## src/rtl/spim_pkg.sv

```systemverilog
// Shared types of the guarded SPI command master.
// Assumes nothing beyond a single system clock domain.
package spim_pkg;
    typedef enum logic [2:0] {
        ST_IDLE,   // NSS high, free
        ST_LEAD,   // NSS low, waiting before first clock
        ST_LOW,    // SCK low phase of a bit
        ST_HIGH,   // SCK high phase of a bit
        ST_GAP,    // pause between bytes
        ST_TRAIL,  // NSS low after final byte
        ST_COOL    // NSS high recovery, still busy
    } spim_state_t;
endpackage

```

## src/rtl/spim_count.sv

```systemverilog
// Loadable down-counter that times every phase of the exchange.
// Assumes the owner reloads it on each phase entry with duration-1.
module spim_count #(
    parameter int W = 8
) (
    input  logic         clk,
    input  logic         rst_n,
    input  logic         load,
    input  logic [W-1:0] load_val,
    output logic         zero
);
    logic [W-1:0] cnt_q;

    // Load a new duration or count down to zero and hold
    always_ff @(posedge clk) begin
        if (!rst_n)              cnt_q <= '0;
        else if (load)           cnt_q <= load_val;
        else if (cnt_q != '0)    cnt_q <= cnt_q - 1'b1;
    end

    assign zero = (cnt_q == '0);
endmodule

```

## src/rtl/spim_byte_sel.sv

```systemverilog
// Picks the byte to send for a given position in the exchange:
// the opcode at position 0, write bytes next, zero filler after.
// Assumes idx never exceeds the exchange length.
module spim_byte_sel #(
    parameter int WR_MAX = 4,
    parameter int IW     = 4,
    parameter int WLW    = 3
) (
    input  logic [IW-1:0]       idx,
    input  logic [7:0]          opcode,
    input  logic [WLW-1:0]      wr_len,
    input  logic [WR_MAX*8-1:0] wr_data,
    output logic [7:0]          byte_o
);
    // Mux opcode, one of the write slots, or filler
    always_comb begin
        byte_o = 8'h00;
        if (idx == '0) begin
            byte_o = opcode;
        end else begin
            for (int k = 0; k < WR_MAX; k++) begin
                if (idx == IW'(k + 1) && WLW'(k) < wr_len)
                    byte_o = wr_data[k*8 +: 8];
            end
        end
    end
endmodule

```

## src/rtl/spim_shift.sv

```systemverilog
// Mode-0 byte shifter: transmit register drives MOSI from its MSB,
// receive register takes MISO in at each rising SCK.
// Assumes load, shift and sample are mutually exclusive strobes.
module spim_shift (
    input  logic       clk,
    input  logic       rst_n,
    input  logic       load,
    input  logic [7:0] load_byte,
    input  logic       shift,
    input  logic       sample,
    input  logic       miso,
    output logic       mosi,
    output logic [7:0] rx_byte
);
    logic [7:0] tx_q;
    logic [7:0] rx_q;

    // Transmit register: load a byte, move to the next bit on demand
    always_ff @(posedge clk) begin
        if (!rst_n)     tx_q <= '0;
        else if (load)  tx_q <= load_byte;
        else if (shift) tx_q <= {tx_q[6:0], 1'b0};
    end

    // Receive register: assemble MSB first
    always_ff @(posedge clk) begin
        if (!rst_n)      rx_q <= '0;
        else if (sample) rx_q <= {rx_q[6:0], miso};
    end

    assign mosi    = tx_q[7];
    assign rx_byte = rx_q;
endmodule

```

## src/rtl/spi_guard_master.sv

```systemverilog
// SPI mode-0 command master with guard intervals around chip select
// and between bytes, for a firmware-serviced peripheral.
// Assumes all interval parameters are at least 1 and that request
// fields stay within their MAX parameters.
module spi_guard_master #(
    parameter int HALF_DIV  = 200,
    parameter int LEAD_CYC  = 3250,
    parameter int GAP_CYC   = 2000,
    parameter int TRAIL_CYC = 5000,
    parameter int IDLE_CYC  = 2500,
    parameter int WR_MAX    = 12,
    parameter int PAD_MAX   = 2,
    parameter int RD_MAX    = 16
) (
    input  logic                          clk,
    input  logic                          rst_n,
    input  logic                          req_i,
    input  logic [7:0]                    req_opcode_i,
    input  logic [$clog2(WR_MAX+1)-1:0]   req_wr_len_i,
    input  logic [$clog2(PAD_MAX+1)-1:0]  req_pad_len_i,
    input  logic [$clog2(RD_MAX+1)-1:0]   req_rd_len_i,
    input  logic [WR_MAX*8-1:0]           req_wr_data_i,
    output logic                          ack_o,
    output logic                          busy_o,
    output logic                          done_o,
    output logic [RD_MAX*8-1:0]           rd_data_o,
    output logic                          nss_o,
    output logic                          sck_o,
    output logic                          mosi_o,
    input  logic                          miso_i
);
    import spim_pkg::*;

    localparam int WLW  = $clog2(WR_MAX+1);
    localparam int PLW  = $clog2(PAD_MAX+1);
    localparam int RLW  = $clog2(RD_MAX+1);
    localparam int IW   = $clog2(WR_MAX+PAD_MAX+RD_MAX+2);
    localparam int M1   = (HALF_DIV > LEAD_CYC) ? HALF_DIV : LEAD_CYC;
    localparam int M2   = (GAP_CYC > TRAIL_CYC) ? GAP_CYC : TRAIL_CYC;
    localparam int M3   = (M1 > M2) ? M1 : M2;
    localparam int DMAX = (M3 > IDLE_CYC) ? M3 : IDLE_CYC;
    localparam int CW   = $clog2(DMAX+1);

    spim_state_t st_q, st_n;
    logic [7:0]          opc_q;
    logic [WLW-1:0]      wr_len_q;
    logic [WR_MAX*8-1:0] wr_data_q;
    logic [IW-1:0]       last_q, rd_base_q, byte_q;
    logic [2:0]          bit_q;
    logic [RD_MAX*8-1:0] rd_q;
    logic                done_q;

    logic          accept, cnt_zero, cnt_load;
    logic [CW-1:0] cnt_val;
    logic          sr_load, sr_shift, sr_sample, byte_end;
    logic [7:0]    tx_byte, rx_byte;
    logic [IW-1:0] rd_slot;

    assign accept  = req_i && (st_q == ST_IDLE);
    assign rd_slot = byte_q - rd_base_q;

    spim_count #(.W(CW)) u_count (
        .clk(clk), .rst_n(rst_n), .load(cnt_load),
        .load_val(cnt_val), .zero(cnt_zero)
    );

    spim_byte_sel #(.WR_MAX(WR_MAX), .IW(IW), .WLW(WLW)) u_sel (
        .idx(byte_q), .opcode(opc_q), .wr_len(wr_len_q),
        .wr_data(wr_data_q), .byte_o(tx_byte)
    );

    spim_shift u_shift (
        .clk(clk), .rst_n(rst_n), .load(sr_load), .load_byte(tx_byte),
        .shift(sr_shift), .sample(sr_sample), .miso(miso_i),
        .mosi(mosi_o), .rx_byte(rx_byte)
    );

    // Phase sequencing and the duration loaded for each new phase
    always_comb begin
        st_n      = st_q;
        cnt_load  = 1'b0;
        cnt_val   = '0;
        sr_load   = 1'b0;
        sr_shift  = 1'b0;
        sr_sample = 1'b0;
        byte_end  = 1'b0;
        case (st_q)
            ST_IDLE: if (accept) begin
                st_n = ST_LEAD; cnt_load = 1'b1; cnt_val = CW'(LEAD_CYC-1);
            end
            ST_LEAD, ST_GAP: if (cnt_zero) begin
                st_n = ST_LOW; cnt_load = 1'b1; cnt_val = CW'(HALF_DIV-1);
                sr_load = 1'b1;
            end
            ST_LOW: if (cnt_zero) begin
                st_n = ST_HIGH; cnt_load = 1'b1; cnt_val = CW'(HALF_DIV-1);
                sr_sample = 1'b1;
            end
            ST_HIGH: if (cnt_zero) begin
                cnt_load = 1'b1;
                if (bit_q != 3'd7) begin
                    st_n = ST_LOW; cnt_val = CW'(HALF_DIV-1); sr_shift = 1'b1;
                end else if (byte_q == last_q) begin
                    st_n = ST_TRAIL; cnt_val = CW'(TRAIL_CYC-1); byte_end = 1'b1;
                end else begin
                    st_n = ST_GAP; cnt_val = CW'(GAP_CYC-1); byte_end = 1'b1;
                end
            end
            ST_TRAIL: if (cnt_zero) begin
                st_n = ST_COOL; cnt_load = 1'b1; cnt_val = CW'(IDLE_CYC-1);
            end
            ST_COOL: if (cnt_zero) st_n = ST_IDLE;
            default: st_n = ST_IDLE;
        endcase
    end

    // State register and completion strobe
    always_ff @(posedge clk) begin
        if (!rst_n) begin
            st_q   <= ST_IDLE;
            done_q <= 1'b0;
        end else begin
            st_q   <= st_n;
            done_q <= (st_q == ST_TRAIL) && cnt_zero;
        end
    end

    // Capture the request fields and derived byte positions on accept
    always_ff @(posedge clk) begin
        if (!rst_n) begin
            opc_q     <= '0;
            wr_len_q  <= '0;
            wr_data_q <= '0;
            last_q    <= '0;
            rd_base_q <= '0;
        end else if (accept) begin
            opc_q     <= req_opcode_i;
            wr_len_q  <= req_wr_len_i;
            wr_data_q <= req_wr_data_i;
            last_q    <= IW'(req_wr_len_i) + IW'(req_pad_len_i) + IW'(req_rd_len_i);
            rd_base_q <= IW'(req_wr_len_i) + IW'(req_pad_len_i) + IW'(1);
        end
    end

    // Byte and bit position within the exchange
    always_ff @(posedge clk) begin
        if (!rst_n) begin
            byte_q <= '0;
            bit_q  <= '0;
        end else begin
            if (accept)        byte_q <= '0;
            else if (byte_end) byte_q <= byte_q + 1'b1;
            if (sr_load)       bit_q <= '0;
            else if (sr_shift) bit_q <= bit_q + 1'b1;
        end
    end

    // Store each completed read byte into its slot
    always_ff @(posedge clk) begin
        if (!rst_n || accept) begin
            rd_q <= '0;
        end else if (byte_end && byte_q >= rd_base_q) begin
            for (int k = 0; k < RD_MAX; k++)
                if (rd_slot == IW'(k)) rd_q[k*8 +: 8] <= rx_byte;
        end
    end

    assign ack_o     = accept;
    assign busy_o    = (st_q != ST_IDLE);
    assign done_o    = done_q;
    assign rd_data_o = rd_q;
    assign nss_o     = (st_q == ST_IDLE) || (st_q == ST_COOL);
    assign sck_o     = (st_q == ST_HIGH);
endmodule

```

## config.mk

```make
export PLATFORM = sky130hd
export DESIGN_NAME = spi_guard_master
export DESIGN_NICKNAME = d
export VERILOG_FILES = /design/src/rtl/spim_pkg.sv /design/src/rtl/spim_count.sv /design/src/rtl/spim_byte_sel.sv /design/src/rtl/spim_shift.sv /design/src/rtl/spi_guard_master.sv
export SDC_FILE = /design/constraint.sdc
export NUM_CORES = 1
export LEC_CHECK = 0
export BUFFER_PORTS_ARGS = -buffer_cell sky130_fd_sc_hd__buf_2
export CAP_MARGIN = 20
export CORE_ASPECT_RATIO = 1.25
export CORE_UTILIZATION = 30
export DETAILED_ROUTE_END_ITERATION = 8
export HOLD_SLACK_MARGIN = 0.08
export PLACE_DENSITY = 0.55
export SETUP_SLACK_MARGIN = 0.15
export SLEW_MARGIN = 20
export SYNTH_ARGS = -nofsm -noshare
export SYNTH_HDL_FRONTEND = slang
export SYNTH_SLANG_ARGS = --single-unit
```

## constraint.sdc

```tcl
create_clock -name clk -period 4.8 [get_ports clk]
set_input_delay 0 -clock clk [delete_from_list [all_inputs] [get_ports clk]]
set_output_delay 0 -clock clk [all_outputs]
set_load 0.03 [all_outputs]
```

==> run_results.csv, run 1 <==
group,metric,value,unit
global_route,antenna_found_initial,0,
worst_setup_path,cp-end-kind,"flop",
synth,synth_top_family_by_area,"simple AND/OR/NAND/NOR gates",
status,status,"finished clean",
synth,synthAdderAreaFrac,2.273,%
synth,synth-edff-count,0,
power_and_ir_drop,seq_power_share,40.7,%
drt,via_per_inst,4.854,
timing,skew,13.57,ps
synth,synth-seq-area-share,43.86,%
timing,finalCriticalPeriod,3313,ps
synth,synthArstFlopShare,0,%
synth,yosysTopAreaCell,"dfxtp_1",
synth,syn_avg_cell_area,8.863,sq um
clock_tree,clk_latency,570,ps
worst_setup_path,arrival,3790,ps
finish,multiInputGateArea,0.006893,sq mm
floorplanning,die_h,235.6,microns
clock_tree,cts.clk_slew.worst_paths,60,ps
finish,drive_gt1_share,19.27,%
power_and_ir_drop,p_sw,2.208,mW
synth,syn_inst,1478,
worst_setup_path,reg2reg_slack,1490,ps
synth,ys_types,79,
synth,yosys.area_share.xor_xnor,2.226,%
finish,fin_util,40.16,%
drt,wirelength,39640,microns
timing,slew_headroom,29.51,%
finish,area_growth,32.05,%
worst_setup_path,reg2regPathDepth,6,
min_path,hp-class,"in -> reg",
power_and_ir_drop,p_comb_share,23.7,%
worst_setup_path,worstReg2RegEnd,"rd_data_o[2]",
clock_tree,cts-root-buf,"clkbuf_16",
synth,yosys-top-cells-area,"dfxtp_1 44%, nand2_1 12%, mux2i_1 10%, a21boi_0 7.0%, clkbuf_1 2.6%",
timing,tightest_slew,1042,ps
synth,ys.flop_type,"dfxtp_1",
drt,ant_nets,0,
job,maxCapViolations,0,
global_route,grt_use_total,17.37,%
finish,layout_common_cells,"419 x nand2_1, 287 x dfxtp_1, 251 x buf_2",
synth,synth_seq_cells,287,
synth,synth_area,0.01310,sq mm
floorplanning,die_area,0.04451,sq mm
placed_design,dpl_cell_area,0.01474,sq mm
worst_setup_path,worst_setup_path_start_kind,"flop",
worst_setup_path,required,5280,ps
finish,final_common_cell,"nand2_1",
global_route,grt_pass1_vias,11390,
worst_setup_path,startpoint,"st_q[1]",
drt,avgRoutedWirePerCell,16.47,microns
drt,drc,0,
clock_tree,postCtsSetupBuffers,0,
timing,tns,0,ps
floorplanning,die_w,188.9,microns
timing,setup_viol,0,
timing,max_freq,301.8,MHz
worst_setup_path,crit_fanout,98,
drt,vias,11680,
synth,netlist.area_leader.share,43.86,%
power_and_ir_drop,p_leak,7.642,nW
clock_tree,cts_max_level,1,
timing,hold_viol,0,
timing,period_share,69.03,%
floorplanning,start_util,30.41,%
timing,rsz0062_at_grt,"no",
synth,synthMuxAreaShare,10.32,%
clock_tree,cts_buffers,30,
drt,drtIter0Drc,607,
placed_design,portBuffers,252,
min_path,worstHoldStart,"req_pad_len_i[1]",
finish,num-fill-cells,4316,
finish,final_nets,1960,
clock_tree,cts_tree,"done",
power_and_ir_drop,clockPowerShare,35.6,%
drt,firstDrtPassIters,5,
finish,design_area,0.01730,sq mm
synth,synth_simple_gate_area_share,20.86,%
synth,syn-num-nets,1619,
worst_setup_path,r2r-start,"st_q[1]",
synth,synth_compound_area_share,16.82,%
power_and_ir_drop,intPower,4.647,mW
global_route,grt_pass1_wl,62470,microns
power_and_ir_drop,p_total,6.855,mW
worst_setup_path,path_class,"reg -> reg",
power_and_ir_drop,vdd_drop_max,0.2527,mV
power_and_ir_drop,power_density,396.3,mW/mm^2
global_route,grt_max_degree,99,
floorplanning,core-area,0.04307,sq mm
worst_setup_path,crit_end,"rd_data_o[2]",
placed_design,gp_congestion,0.9111,
timing,final_max_slew_viol_count,0,
floorplanning,num_io_pins,253,
finish,antenna_cells,0,
floorplanning,rows,85,
synth,ys_warn_count,0,
finish,seq_area,0.005746,sq mm
placed_design,dpl.hpwl,27460,microns
clock_tree,clock_sinks,287,
clock_tree,cts_buffer_depth,3,
power_and_ir_drop,switching_share,32.21,%
global_route,gr-total-overflow,0,
how the worst min path moves through the flow:
stage | to | cells past startpoint
4_1_cts | rd_base_q[4] | 5
2_1_floorplan | opc_q[0] | 2
5_1_grt | wr_data_q[33] | 4
6_report | rd_base_q[4] | 5
3_3_place_gp | wr_data_q[69] | 3
3_5_place_dp | wr_data_q[60] | 3
logic make-up after synthesis:
kind of cell,Yosys count
multiplexers,135
XOR/XNOR,29
buffers and inverters,122
AO/OA/AOI/OAI,303
AND/OR/NAND/NOR,580
adder cells (fa/ha/maj),22
flip-flops,287
synth_stat cells (9+ instances only):
| cell | count |
|---|---|
| a21boi_0 | 123 |
| nor3_1 | 11 |
| dfxtp_1 | 287 |
| nand2_1 | 420 |
| xor2_1 | 14 |
| nor3b_1 | 9 |
| nand3_1 | 14 |
| o21ai_0 | 27 |
| nand2b_1 | 9 |
| inv_1 | 19 |
| nor2_1 | 39 |
| a221oi_1 | 9 |
| a21oi_1 | 38 |
| mux2i_1 | 135 |
| xnor2_1 | 13 |
| ha_1 | 19 |
| nor2b_1 | 9 |
| clkbuf_1 | 91 |
| o211ai_1 | 11 |
| a221o_1 | 10 |
flip-flops by register name, indices dropped and copies added, names as in the netlist:
register and flops:
bit_q 3, byte_q 5, done_o 1, last_q 5, opc_q 8, rd_base_q 5
rd_data_o 128, st_q 3, u_count.cnt_q 13, u_shift.rx_byte 8, u_shift.tx_q 8, wr_data_q 96
wr_len_q 4
metal layers:
metal  vias to the layer above  global-route usage [%]  routed length [microns]
met5                         -                       0                        0
met4                         0                   6.989                     1456
met3                        76                   2.251                     1958
met2                       356                   29.80                    18780
met1                      5480                   21.83                    17450
li1                       5772                       -                        -
area by class of cell:
cell class,instances,share of cell area [%]
well taps,565,4.087
repair buffers,410,16.35
multi-input cells,1069,39.85
clock inverters,11,0.8029
clock buffers,44,5.230
inverters,21,0.4630
flip-flops and latches,287,33.22
critical path: stages, from the launching register on:
cell and delay, ps:
dfxtp_1 690, nor3_1 210, nand2_4 550, and2_4 530
buf_4 820, nand2_1 140, mux2i_1 150
stage by stage:
stage                     hold WS [ps]  setup slack [ps]  cells
after global routing             224.3              1107   2407
after detailed placement         260.7              1499   2201
after global placement           252.5              1537   2201
after CTS                        126.1              1487   2407
after floorplan                  144.9              1931   1478
final                            166.3              1487   2407
power groups by stage:
stage / logic (mW) / clock network, mW / registers, mW
global route: 1.80 / 2.60 / 2.81
floorplan: 1.21 / 0 / 2.74
detailed placement: 1.50 / 0 / 2.84
global placement: 1.47 / 0 / 2.83
finish: 1.63 / 2.44 / 2.79
CTS: 1.63 / 2.51 / 2.78
what timing repair did:
item	CTS	global route
resized for setup	0	0
hold endpoints to repair	137	0
hold buffers	151	0
setup endpoints to repair	0	0
Power figures use the tool's default switching activity.
==> run 2, diff against run 1 <==
--- a/config.mk
+++ b/config.mk
@@ -11,7 +11,7 @@
 export CORE_UTILIZATION = 30
 export DETAILED_ROUTE_END_ITERATION = 8
 export HOLD_SLACK_MARGIN = 0.08
-export PLACE_DENSITY = 0.55
+export PLACE_DENSITY = 0.56
 export SETUP_SLACK_MARGIN = 0.15
 export SLEW_MARGIN = 20
 export SYNTH_ARGS = -nofsm -noshare
==> constraint.sdc (replaced) <==
create_clock -name clk -period 2.7 [get_ports clk]
set_input_delay 0 -clock clk [delete_from_list [all_inputs] [get_ports clk]]
set_output_delay 0 -clock clk [all_outputs]
set_load 0.03 [all_outputs]
==> run_results.csv, run 2 (synthesis results as in run 1) <==
group,metric,value,unit
drt,firstDrtPassIters,5,
clock_tree,cts_buffers,31,
drt,via_per_inst,4.778,
clock_tree,cts_tree,"done",
placed_design,gp_congestion,0.8492,
placed_design,portBuffers,252,
worst_setup_path,crit_fanout,6,
global_route,antenna_found_initial,0,
timing,slew_headroom,57.09,%
clock_tree,cts_buffer_depth,3,
floorplanning,start_util,30.41,%
drt,drc,0,
global_route,busiest_layer,"met2",
power_and_ir_drop,clockPowerShare,34.4,%
status,status,"finished clean",
drt,vias,11780,
drt,drtIter0Drc,616,
timing,max_freq,404.6,MHz
power_and_ir_drop,p_leak,7.985,nW
global_route,grt_max_degree,88,
finish,final_common_cell,"nand2_1",
clock_tree,clock_sinks,287,
power_and_ir_drop,p_comb_share,27.5,%
drt,wirelength,40050,microns
drt,avgRoutedWirePerCell,16.25,microns
drt,ant_nets,0,
finish,largest_reg_flops,128,
timing,tns,0,ps
floorplanning,die_w,188.9,microns
worst_setup_path,cp-end-kind,"flop",
global_route,grtUsageMet1,22.07,%
clock_tree,clk_latency,570,ps
timing,tightest_slew,643.7,ps
timing,hold_viol,0,
clock_tree,cts_max_level,1,
global_route,grt_pass1_wl,64050,microns
min_path,hp-class,"in -> reg",
worst_setup_path,arrival,2930,ps
power_and_ir_drop,p_sw,4.150,mW
timing,rsz0062_at_grt,"yes",
timing,setup_viol,0,
power_and_ir_drop,intPower,8.768,mW
finish,drive_gt1_share,24.42,%
power_and_ir_drop,seq_power_share,38.1,%
floorplanning,die_h,235.6,microns
finish,layout_common_cells,"418 x nand2_1, 282 x dfxtp_1, 252 x buf_2",
floorplanning,num_io_pins,253,
worst_setup_path,path_class,"reg -> reg",
floorplanning,die_area,0.04451,sq mm
finish,area_growth,37.42,%
power_and_ir_drop,power_density,717.7,mW/mm^2
global_route,grt_use_total,17.76,%
worst_setup_path,required,3160,ps
global_route,use_met2,31.37,%
global_route,grt_pass1_vias,11820,
finish,final_nets,2020,
power_and_ir_drop,vdd_drop_max,0.4814,mV
timing,finalCriticalPeriod,2471,ps
power_and_ir_drop,switching_share,32.13,%
timing,skew,12.69,ps
floorplanning,core-area,0.04307,sq mm
timing,period_share,91.53,%
finish,antenna_cells,0,
clock_tree,cts-root-buf,"clkbuf_16",
job,maxCapViolations,0,
placed_design,dpl.hpwl,28070,microns
floorplanning,rows,85,
timing,final_max_slew_viol_count,0,
clock_tree,cts.clk_slew.worst_paths,60,ps
worst_setup_path,worst_setup_path_start_kind,"flop",
global_route,use_met3,2.370,%
power_and_ir_drop,p_total,12.92,mW
global_route,gr-total-overflow,0,
run 2: cell count changes in the layout (fill, tap and decap cells not counted), moves of 6 or more:
cell,change
buf_4,+67
dlygate4sd3_1,-22
buf_12,+10
nand3_4,+6
run 2: layer usage:
metal	wire (microns)	vias up
li1	-	5903
met1	17610	5510
met2	19590	303
met3	1772	63
met4	1079	0
met5	0	-
run 2: per-stage QoR:
stage	utilization, %	setup WS (ps)	cells	area, sq um	hold WS (ps)
5_1_grt	41.79	128.2	2465	18000	212.1
4_1_cts	41.50	155.5	2461	17880	99.90
2_1_floorplan	-	153.7	1478	13160	144.9
3_3_place_gp	35.71	74.74	2271	15380	257.2
3_5_place_dp	35.71	40.11	2271	15380	259.0
6_report	41.79	228.6	2465	18000	143.1
run 2: repair_timing:
item                                    CTS  global route
hold buffers                            129             0
gates cloned                              0             1
pin swaps                                 5             5
gates resized for setup                  10            25
endpoints found under the hold margin   127             0
setup buffers                             7             3
endpoints found under the setup margin   93           217
run 2: worst max-delay path, cell delays in order, from the launching register on:
cell and delay (ps):
dfxtp_1 330, inv_2 90, ha_4 140, or4b_4 480
buf_4 190, nor4_4 240, buf_4 180, buf_4 110
and3_1 250, buf_4 180, xnor2_1 110, nor2_1 50
run 2: layout make-up:
cell class	instances	area (sq um)
repair buffers	469	3349
multi-input cells	1069	7043
inverters	21	82.58
flip-flops and latches	287	5752
clock buffers	40	879.6
well taps	565	706.9
clock inverters	14	186.4
fillers	4303	25070
run 2: final timing paths:
path	from	endpoint	slack, ps	cells past startpoint
worst max-delay path	u_count.cnt_q[1]	byte_q[0]	230	11
worst min-delay path	req_pad_len_i[1]	rd_base_q[4]	140	5
worst max register to register	u_count.cnt_q[1]	byte_q[0]	230	11
worst min register to register	rd_data_o[127]	rd_data_o[127]	450	2
run 2: power by group through the flow:
stage,clock [mW],sequential [mW],combinational (mW)
after floorplan,0,4.87,2.25
after CTS,4.58,4.90,3.45
after global placement,0,4.98,3.00
after detailed placement,0,4.99,3.04
final,4.44,4.92,3.56
after global routing,4.73,4.96,3.93
